### src/rtl/uart_tx_pkg.sv
package uart_tx_pkg;

    typedef enum logic [2:0] {
        ST_IDLE    = 3'd0,
        ST_START   = 3'd1,
        ST_DATA    = 3'd2,
        ST_PARITY  = 3'd3,
        ST_STOP    = 3'd4,
        ST_BREAK   = 3'd5,
        ST_RECOVER = 3'd6
    } tx_state_e;

endpackage

### src/rtl/uart_tx_bit_timer.sv
module uart_tx_bit_timer #(
    parameter int OVERSAMPLE = 16
) (
    input  logic clk_i,
    input  logic rst_ni,
    input  logic clr_i,
    input  logic tick_i,
    output logic bit_end_o
);
    localparam int CNT_W = (OVERSAMPLE > 1) ? $clog2(OVERSAMPLE) : 1;
    localparam logic [CNT_W-1:0] LAST = CNT_W'(OVERSAMPLE - 1);

    logic [CNT_W-1:0] cnt_d, cnt_q;

    assign bit_end_o = tick_i && !clr_i && (cnt_q == LAST);

    always_comb begin
        cnt_d = cnt_q;
        if (clr_i) begin
            cnt_d = '0;
        end else if (tick_i) begin
            cnt_d = (cnt_q == LAST) ? '0 : cnt_q + 1'b1;
        end
    end

    always_ff @(posedge clk_i or negedge rst_ni) begin
        if (!rst_ni) cnt_q <= '0;
        else         cnt_q <= cnt_d;
    end

    // the timer only moves on a pulse or a clear
    a_r3_cnt_holds: assert property (@(posedge clk_i) disable iff (!rst_ni)
        (!tick_i && !clr_i) |=> $stable(cnt_q));

endmodule

### src/rtl/uart_tx_parity.sv
module uart_tx_parity #(
    parameter int DATA_W = 8
) (
    input  logic [DATA_W-1:0] data_i,
    input  logic              even_i,
    output logic              par_o
);
    logic [DATA_W:0] chain;

    assign chain[0] = ~even_i;

    for (genvar g = 0; g < DATA_W; g++) begin : g_xor
        assign chain[g+1] = chain[g] ^ data_i[g];
    end

    assign par_o = chain[DATA_W];

endmodule

### src/rtl/uart_tx_shift.sv
module uart_tx_shift #(
    parameter int DATA_W = 8
) (
    input  logic              clk_i,
    input  logic              rst_ni,
    input  logic              load_i,
    input  logic              shift_i,
    input  logic [DATA_W-1:0] data_i,
    output logic              lsb_o,
    output logic              nxt_o
);
    logic [DATA_W-1:0] sh_d, sh_q;

    assign lsb_o = sh_q[0];
    assign nxt_o = sh_q[1];

    always_comb begin
        sh_d = sh_q;
        if (load_i)       sh_d = data_i;
        else if (shift_i) sh_d = {1'b0, sh_q[DATA_W-1:1]};
    end

    always_ff @(posedge clk_i or negedge rst_ni) begin
        if (!rst_ni) sh_q <= '0;
        else         sh_q <= sh_d;
    end

    // captured byte is untouched between bit boundaries
    a_r8_shift_hold: assert property (@(posedge clk_i) disable iff (!rst_ni)
        (!load_i && !shift_i) |=> $stable(sh_q));

endmodule

### src/rtl/uart_tx_brk.sv
module uart_tx_brk #(
    parameter int DATA_W     = 8,
    parameter int OVERSAMPLE = 16
) (
    input  logic              clk_i,
    input  logic              rst_ni,
    input  logic              tick16_i,
    input  logic [DATA_W-1:0] data_i,
    input  logic              valid_i,
    output logic              ready_o,
    input  logic              par_en_i,
    input  logic              par_even_i,
    input  logic              brk_i,
    output logic              txd_o,
    output logic              busy_o
);
    import uart_tx_pkg::*;

    localparam int IDX_W = (DATA_W > 1) ? $clog2(DATA_W) : 1;
    localparam logic [IDX_W-1:0] LAST_IDX = IDX_W'(DATA_W - 1);

    typedef struct packed {
        tx_state_e        state;
        logic [IDX_W-1:0] idx;
        logic             par_en;
        logic             par_bit;
        logic             txd;
    } regs_t;

    localparam regs_t RESET_VAL = '{
        state:   ST_IDLE,
        idx:     '0,
        par_en:  1'b0,
        par_bit: 1'b0,
        txd:     1'b1
    };

    regs_t r_d, r_q;

    logic tmr_clr, bit_end;
    logic sh_load, sh_shift, sh_lsb, sh_nxt;
    logic par_calc;

    uart_tx_bit_timer #(.OVERSAMPLE(OVERSAMPLE)) u_timer (
        .clk_i     (clk_i),
        .rst_ni    (rst_ni),
        .clr_i     (tmr_clr),
        .tick_i    (tick16_i),
        .bit_end_o (bit_end)
    );

    uart_tx_shift #(.DATA_W(DATA_W)) u_shift (
        .clk_i   (clk_i),
        .rst_ni  (rst_ni),
        .load_i  (sh_load),
        .shift_i (sh_shift),
        .data_i  (data_i),
        .lsb_o   (sh_lsb),
        .nxt_o   (sh_nxt)
    );

    uart_tx_parity #(.DATA_W(DATA_W)) u_parity (
        .data_i (data_i),
        .even_i (par_even_i),
        .par_o  (par_calc)
    );

    assign ready_o = (r_q.state == ST_IDLE) && !brk_i;
    assign busy_o  = (r_q.state != ST_IDLE);
    assign txd_o   = r_q.txd;

    always_comb begin
        r_d      = r_q;
        tmr_clr  = 1'b0;
        sh_load  = 1'b0;
        sh_shift = 1'b0;
        case (r_q.state)
            ST_IDLE: begin
                r_d.txd = 1'b1;
                if (brk_i) begin
                    r_d.state = ST_BREAK;
                    r_d.txd   = 1'b0;
                end else if (valid_i) begin
                    sh_load     = 1'b1;
                    tmr_clr     = 1'b1;
                    r_d.state   = ST_START;
                    r_d.txd     = 1'b0;
                    r_d.par_en  = par_en_i;
                    r_d.par_bit = par_calc;
                end
            end
            ST_START: begin
                if (bit_end) begin
                    r_d.state = ST_DATA;
                    r_d.idx   = '0;
                    r_d.txd   = sh_lsb;
                end
            end
            ST_DATA: begin
                if (bit_end) begin
                    if (r_q.idx == LAST_IDX) begin
                        if (r_q.par_en) begin
                            r_d.state = ST_PARITY;
                            r_d.txd   = r_q.par_bit;
                        end else begin
                            r_d.state = ST_STOP;
                            r_d.txd   = 1'b1;
                        end
                    end else begin
                        sh_shift = 1'b1;
                        r_d.idx  = r_q.idx + 1'b1;
                        r_d.txd  = sh_nxt;
                    end
                end
            end
            ST_PARITY: begin
                if (bit_end) begin
                    r_d.state = ST_STOP;
                    r_d.txd   = 1'b1;
                end
            end
            ST_STOP: begin
                if (bit_end) begin
                    if (brk_i) begin
                        r_d.state = ST_BREAK;
                        r_d.txd   = 1'b0;
                    end else begin
                        r_d.state = ST_IDLE;
                        r_d.txd   = 1'b1;
                    end
                end
            end
            ST_BREAK: begin
                r_d.txd = 1'b0;
                if (!brk_i) begin
                    r_d.state = ST_RECOVER;
                    r_d.txd   = 1'b1;
                    tmr_clr   = 1'b1;
                end
            end
            ST_RECOVER: begin
                r_d.txd = 1'b1;
                if (bit_end) r_d.state = ST_IDLE;
            end
            default: r_d = RESET_VAL;
        endcase
    end

    always_ff @(posedge clk_i or negedge rst_ni) begin
        if (!rst_ni) r_q <= RESET_VAL;
        else         r_q <= r_d;
    end

    // handshake only while idle
    a_r9_ready_not_busy: assert property (@(posedge clk_i) disable iff (!rst_ni)
        ready_o |-> !busy_o);

    // an accepted byte starts a frame with a low start bit
    a_r9_accept_start: assert property (@(posedge clk_i) disable iff (!rst_ni)
        (valid_i && ready_o) |=> (busy_o && !txd_o));

    // stop bit is high
    a_r12_stop_high: assert property (@(posedge clk_i) disable iff (!rst_ni)
        (r_q.state == ST_STOP) |-> txd_o);

    // line held low while break stays requested
    a_r10_break_low: assert property (@(posedge clk_i) disable iff (!rst_ni)
        ((r_q.state == ST_BREAK) && brk_i) |=> !txd_o);

    // recovery bit is high and not ready
    a_r13_recover_idle: assert property (@(posedge clk_i) disable iff (!rst_ni)
        (r_q.state == ST_RECOVER) |-> (txd_o && !ready_o));

endmodule

### config.mk
export PLATFORM = sky130hd
export DESIGN_NAME = uart_tx_brk
export DESIGN_NICKNAME = d
export VERILOG_FILES = /design/src/rtl/uart_tx_pkg.sv /design/src/rtl/uart_tx_bit_timer.sv /design/src/rtl/uart_tx_parity.sv /design/src/rtl/uart_tx_shift.sv /design/src/rtl/uart_tx_brk.sv
export SDC_FILE = /design/constraint.sdc
export NUM_CORES = 1
export LEC_CHECK = 0
export CORE_MARGIN = 5
export CORE_UTILIZATION = 48
export CTS_CLUSTER_SIZE = 8
export DETAILED_ROUTE_END_ITERATION = 8
export PLACE_DENSITY_LB_ADDON = 0.15
export RECOVER_POWER = 25
export SLEW_MARGIN = 5
export SYNTH_ARGS = -nofsm -noshare
export SYNTH_HDL_FRONTEND = slang
export SYNTH_HIERARCHICAL = 1
export SYNTH_SLANG_ARGS = --single-unit
### constraint.sdc
create_clock -name clk_i -period 5.3 [get_ports clk_i]
set_clock_uncertainty 0.1 [all_clocks]
set_input_delay 1.06 -clock clk_i [delete_from_list [all_inputs] [get_ports clk_i]]
set_output_delay 1.06 -clock clk_i [all_outputs]
set_load 0.03 [all_outputs]
==> impl_metrics.csv, run 1 <==
group,metric,value,unit
clock_tree,cts-resized-gates,0,
route,viasPerCell,5.58,
floorplanning,dieArea,3880,um^2
synthesis,yosysWarningCount,6,
placement,port_buffers,17,
cells_and_area,antenna_cells,0,
clock_tree,clk_latency,0.31,ns
placement,gp_congestion,0.836,
clock_tree,cts_setup_buffers,0,
route,drt-initial-drc-count,30,
synthesis,synthArstFlopShare,100,%
route,routedWlPerCell,13.7,um
worst_setup_path,path_class,"in2out",
worst_setup_path,critPathLaunchType,"input port",
power,ir_drop,0.183,mV
power,power.density,310,nW/um^2
synthesis,avgSynthCellArea,9.64,um^2
floorplanning,num_io_pins,18,
clock_tree,numCtsBuffers,3,
clock_tree,cts.reportedPaths.clkPinSlew,0.12,ns
power,leakage,0.000628,uW
grt,antenna_found_initial,0,
route,first_pass_iters,4,
timing,post-route-period-util,70.5,%
synthesis,yosysUniqueCellTypes,43,
cells_and_area,seq_area,527,um^2
worst_setup_path,critical_path_arrival,2.58,ns
clock_tree,cts_sinks,21,
clock_tree,cts_tree,"yes",
synthesis,syn_area,1310,um^2
worst_setup_path,r2r_cells,8,
worst_setup_path,r2r_setup_slack,2.13,ns
timing,max_slew_margin,36.0,%
timing,tightest_slew,0.956,ns
grt,grt_usage,13.4,%
clock_tree,holdBufCountCts,0,
placement,dpl_cell_area,1480,um^2
route,wl,2490,um
floorplanning,coreArea,2690,um^2
timing,timing.fmax,268,MHz
worst_setup_path,reg2reg_to,"r_q[8]$_DFFE_PN0P_",
cells_and_area,drive_gt1_share,7.95,%
floorplanning,fp-row-count,19,
job,cap_violations,0,
timing,hold_viol,0,
outcome,status,"complete, no violations",
grt,grt_pass1_vias,979,
cells_and_area,synthToLayoutAreaGrowth,14.6,%
route,final_antenna_net_count,0,
cells_and_area,multi_input_area,729,um^2
route,num_vias,1015,
cells_and_area,nFillCells,244,
timing,fin_tns_setup,0,ns
worst_setup_path,cp-endpoint,"ready_o",
clock_tree,cts.path.max_buffers,2,
route,drc,0,
synthesis,synth_flop_cell,"dfrtp_1",
min_path,holdPathStages,1,
floorplanning,die_y,62.3,um
timing,setup_viol,0,
synthesis,ys_seq_area_share,40.2,%
grt,grt_pass1_wl,4260,um
placement,dpl.hpwl,1860,um
grt,grt_max_degree,22,
worst_setup_path,reg2reg_from,"r_q[6]$_DFFE_PN0P_",
synthesis,synthCells,136,
floorplanning,initial_utilization,48.8,%
timing,period_minus_slack,3.74,ns
synthesis,synth-edff-count,0,
clock_tree,ctsRootBufferMaster,"clkbuf_4",
clock_tree,htree_levels,1,
timing,hold_ws,0.431,ns
worst_setup_path,critical_path_peak_fanout,6,
grt,grt_overflow,0,
cells_and_area,design_area,1500,um^2
timing,maxSlewViolCount,0,
cells_and_area,fin_nets,171,
floorplanning,dieWidth,62.3,um
worst_setup_path,critPathRequiredTime,4.14,ns
worst_setup_path,crit_start,"brk_i",
worst_setup_path,worstSetupEndpointType,"output pin",
synthesis,ys_ff_latch,21,
synthesis,synth_fp_nets,155,
timing,rsz0062_at_grt,"false",
min_path,hp-class,"reg2reg",
cells_and_area,finish.utilization,55.9,%
-- kinds of logic (layout without fill, tap and decap cells) --
group | after synthesis | in the layout | share of synthesized area, %
and+or+nand+nor | 53 | 53 | 21.8
DFF | 21 | 21 | 40.2
adders and majority gates | 4 | 4 | 3.82
xor gates and xnor gates | 8 | 8 | 6.39
muxes | 14 | 14 | 11.2
AOI/OAI and AO/OA | 28 | 28 | 12.5
buffers and inverters | 8 | 23 | 4.20
-- routing by layer --
metal	share of wire, %	up-vias	GRT usage, %
met1	46	476	17.4
met4	1.4	0	7.69
li1	-	517	-
met3	5.0	4	2.88
met2	47	18	20.5
met5	0	-	0
-- layout make-up --
class	instances	area share [%]
Sequential cell	21	35.1
Multi-Input combinational cell	107	48.5
Timing Repair Buffer	18	11.8
Inverter	1	0.250
Tap cell	31	2.58
Clock buffer	4	1.75
-- synth_stat cells (all sizes together) (3+ instances only) --
cell type	number	share of area, %
nor3	3	1.5
a21oi	4	1.8
a31oi	3	1.4
nand2	19	5.6
dfrtp	20	38
mux2	5	4.3
buf	5	3.3
nand2b	3	1.4
xnor2	4	2.7
ha	4	3.8
mux2i	9	6.9
o21ai	15	5.7
xor2	3	2.0
and3	3	1.4
nor2	9	2.6
-- worst max-delay path, stage by stage --
cell	delay, ns
clkdlybuf4s50_1	0.50
nor4_1	0.28
clkdlybuf4s50_1	0.73
-- cells in the final DEF, fill, tap and decap left out, types with 4 or more instances in the layout --
master / instances
dfrtp_1: 20
nand2_1: 18
clkdlybuf4s50_1: 16
nor2_1: 9
mux2i_1: 9
o21ai_0: 8
o21ai_1: 7
ha_1: 4
xnor2_1: 4
-- registers in the layout, summed over array words and instances, names as in the netlist --
name,flops
r_q,8
u_shift/sh_q,8
u_timer/cnt_q,4
txd_o,1
-- worst min-delay path by stage --
| stage | end | start | slack [ns] |
|---|---|---|---|
| after floorplan | r_q[4]$_DFFE_PN0P_ | r_q[4]$_DFFE_PN0P_ | 0.38 |
| after global placement | r_q[4]$_DFFE_PN0P_ | r_q[4]$_DFFE_PN0P_ | 0.39 |
| after detailed placement | r_q[4]$_DFFE_PN0P_ | r_q[4]$_DFFE_PN0P_ | 0.41 |
| after CTS | r_q[4]$_DFFE_PN0P_ | r_q[4]$_DFFE_PN0P_ | 0.44 |
| after global routing | r_q[4]$_DFFE_PN0P_ | r_q[4]$_DFFE_PN0P_ | 0.46 |
| final | r_q[4]$_DFFE_PN0P_ | r_q[4]$_DFFE_PN0P_ | 0.43 |
-- where the power goes --
group	switching, uW	internal (uW)
logic	62.0	75.4
clock network	49.4	29.4
registers	36.9	213
total	148	318
-- per-stage QoR --
step	cells	worst slack, ns	total power [uW]
2_1_floorplan	136	2.13	345
3_3_place_gp	178	1.62	386
3_5_place_dp	178	1.51	394
4_1_cts	182	1.55	474
5_1_grt	182	1.39	507
6_report	182	1.56	466
No activity file was read; power rests on OpenSTA's default activity.
==> inputs of run 2 (changes only) <==
==> constraint.sdc (replaced) <==
create_clock -name clk_i -period 3.2 [get_ports clk_i]
set_clock_uncertainty 0.1 [all_clocks]
set_input_delay 0.64 -clock clk_i [delete_from_list [all_inputs] [get_ports clk_i]]
set_output_delay 0.64 -clock clk_i [all_outputs]
set_load 0.03 [all_outputs]
==> impl_metrics.csv, run 2 (synthesized netlist as in run 1, its figures left out) <==
group,metric,value,unit
floorplanning,coreArea,2690,um^2
power,ir_drop,0.434,mV
worst_setup_path,path_class,"in2out",
worst_setup_path,cp_common_cell,"clkdlybuf4s50_1",
worst_setup_path,critPathTopFamily,"buffers and inverters",
power,pwr-share-comb,30.2,%
grt,grt_overflow,0,
cells_and_area,mostFrequentLayoutCells,"dfrtp_1 (20), nand2_1 (18), clkdlybuf4s50_1 (16)",
timing,hold_viol,0,
route,drc,0,
floorplanning,num_io_pins,18,
grt,grt_pass1_wl,4840,um
floorplanning,initial_utilization,48.8,%
job,cap_violations,0,
clock_tree,holdBufCountCts,0,
outcome,status,"complete, no violations",
power,internal_power,528,uW
cells_and_area,fin_nets,176,
timing,fin_tns_setup,0,ns
floorplanning,dieWidth,62.3,um
cells_and_area,design_area,1540,um^2
worst_setup_path,critPathLaunchType,"input port",
power,leakage,0.000655,uW
timing,max_slew_margin,38.7,%
cells_and_area,final_common_cell,"dfrtp_1",
clock_tree,cts-resized-gates,0,
worst_setup_path,critical_path_peak_fanout,6,
worst_setup_path,critPathRequiredTime,2.46,ns
clock_tree,cts_tree,"yes",
clock_tree,cts_sinks,21,
timing,period_minus_slack,2.90,ns
worst_setup_path,critical_path.cell_chain,"clkdlybuf4s50_1 -> nor4_1 -> clkdlybuf4s50_1",
route,routedWlPerCell,13.9,um
route,wl,2600,um
clock_tree,ctsRootBufferMaster,"clkbuf_4",
grt,antenna_found_initial,0,
grt,grt_usage,14.9,%
power,sw_frac_of_total,32.1,%
floorplanning,dieArea,3880,um^2
clock_tree,htree_levels,1,
route,num_vias,1042,
route,viasPerCell,5.57,
power,clkPwrFrac,16.5,%
timing,maxSlewViolCount,0,
worst_setup_path,critical_path_arrival,2.16,ns
power,p_sw,249,uW
timing,tightest_slew,0.916,ns
route,drt-initial-drc-count,40,
min_path,hp-class,"reg2reg",
grt,grt_max_degree,22,
placement,dpl_cell_area,1510,um^2
clock_tree,cts.reportedPaths.clkPinSlew,0.12,ns
clock_tree,numCtsBuffers,3,
placement,gp_congestion,0.861,
floorplanning,die_y,62.3,um
placement,dpl.hpwl,1980,um
power,power.density,504,nW/um^2
clock_tree,clk_latency,0.30,ns
worst_setup_path,slowest_delay,0.74,ns
clock_tree,cts.path.max_buffers,2,
cells_and_area,synthToLayoutAreaGrowth,17.5,%
timing,timing.fmax,345,MHz
route,final_antenna_net_count,0,
cells_and_area,drive_gt1_share,10.9,%
clock_tree,cts_setup_buffers,0,
route,first_pass_iters,4,
timing,setup_viol,0,
floorplanning,fp-row-count,19,
worst_setup_path,r2r_setup_slack,0.64,ns
worst_setup_path,critPathSlowestCell,"clkdlybuf4s50_1",
cells_and_area,antenna_cells,0,
worst_setup_path,worstPathBufferInverterCount,2,
placement,port_buffers,17,
worst_setup_path,worstSetupEndpointType,"output pin",
timing,rsz0062_at_grt,"false",
cells_and_area,reg.largest.list,"r_q (8), u_shift/sh_q (8), u_timer/cnt_q (4)",
timing,post-route-period-util,90.5,%
grt,grt_pass1_vias,1057,
power,p_seq_share,53.3,%
## run 2: through the flow
step | total power (uW) | setup slack, ns | hold WS [ns] | cells | utilization [%]
2_1_floorplan | 571 | 0.417 | 0.244 | 136 | -
3_3_place_gp | 640 | 0.339 | 0.395 | 183 | 56.4
3_5_place_dp | 657 | 0.273 | 0.403 | 183 | 56.4
4_1_cts | 787 | 0.309 | 0.431 | 187 | 57.3
5_1_grt | 847 | 0.230 | 0.463 | 187 | 57.3
6_report | 777 | 0.303 | 0.425 | 187 | 57.3
## run 2: layout make-up
type / instances / area [um^2]
Timing Repair Buffer: 23 / 215
Clock buffer: 4 / 26.3
Inverter: 1 / 3.75
Fill cell: 248 / 1150
Tap cell: 31 / 38.8
Multi-Input combinational cell: 107 / 729
Sequential cell: 21 / 527
## run 2: final timing paths
path	end	startpoint	cells after the start
worst max-delay path	ready_o	brk_i	3
worst min-delay path	r_q[4]$_DFFE_PN0P_	r_q[4]$_DFFE_PN0P_	1
worst max register to register	r_q[8]$_DFFE_PN0P_	r_q[8]$_DFFE_PN0P_	8
worst min register to register	r_q[4]$_DFFE_PN0P_	r_q[4]$_DFFE_PN0P_	1
max in group asynchronous	u_shift/sh_q[3]$_DFFE_PN0P_	rst_ni	1
min in group asynchronous	r_q[6]$_DFFE_PN0P_	rst_ni	1
## run 2: power by group through the flow
stage | Combinational [uW] | Clock [uW] | Sequential, uW
after floorplan | 157 | 0 | 414
after global placement | 223 | 0 | 418
after detailed placement | 237 | 0 | 419
after CTS | 239 | 134 | 414
after global routing | 271 | 148 | 428
final | 235 | 128 | 414
## run 2: worst reg2reg max path: cells and delay by family (launching register included)
kind               cells  cell delay [ns]
AOI/OAI and AO/OA      2             0.47
DFF                    1             0.40
muxes                  1             0.34
and+or+nand+nor        5             1.16
## run 2: metal layers
metal	GRT usage (%)	wire length, um
met4	3.98	18
met1	20.7	1260
met3	2.70	85
met2	23.8	1230
met5	0	0
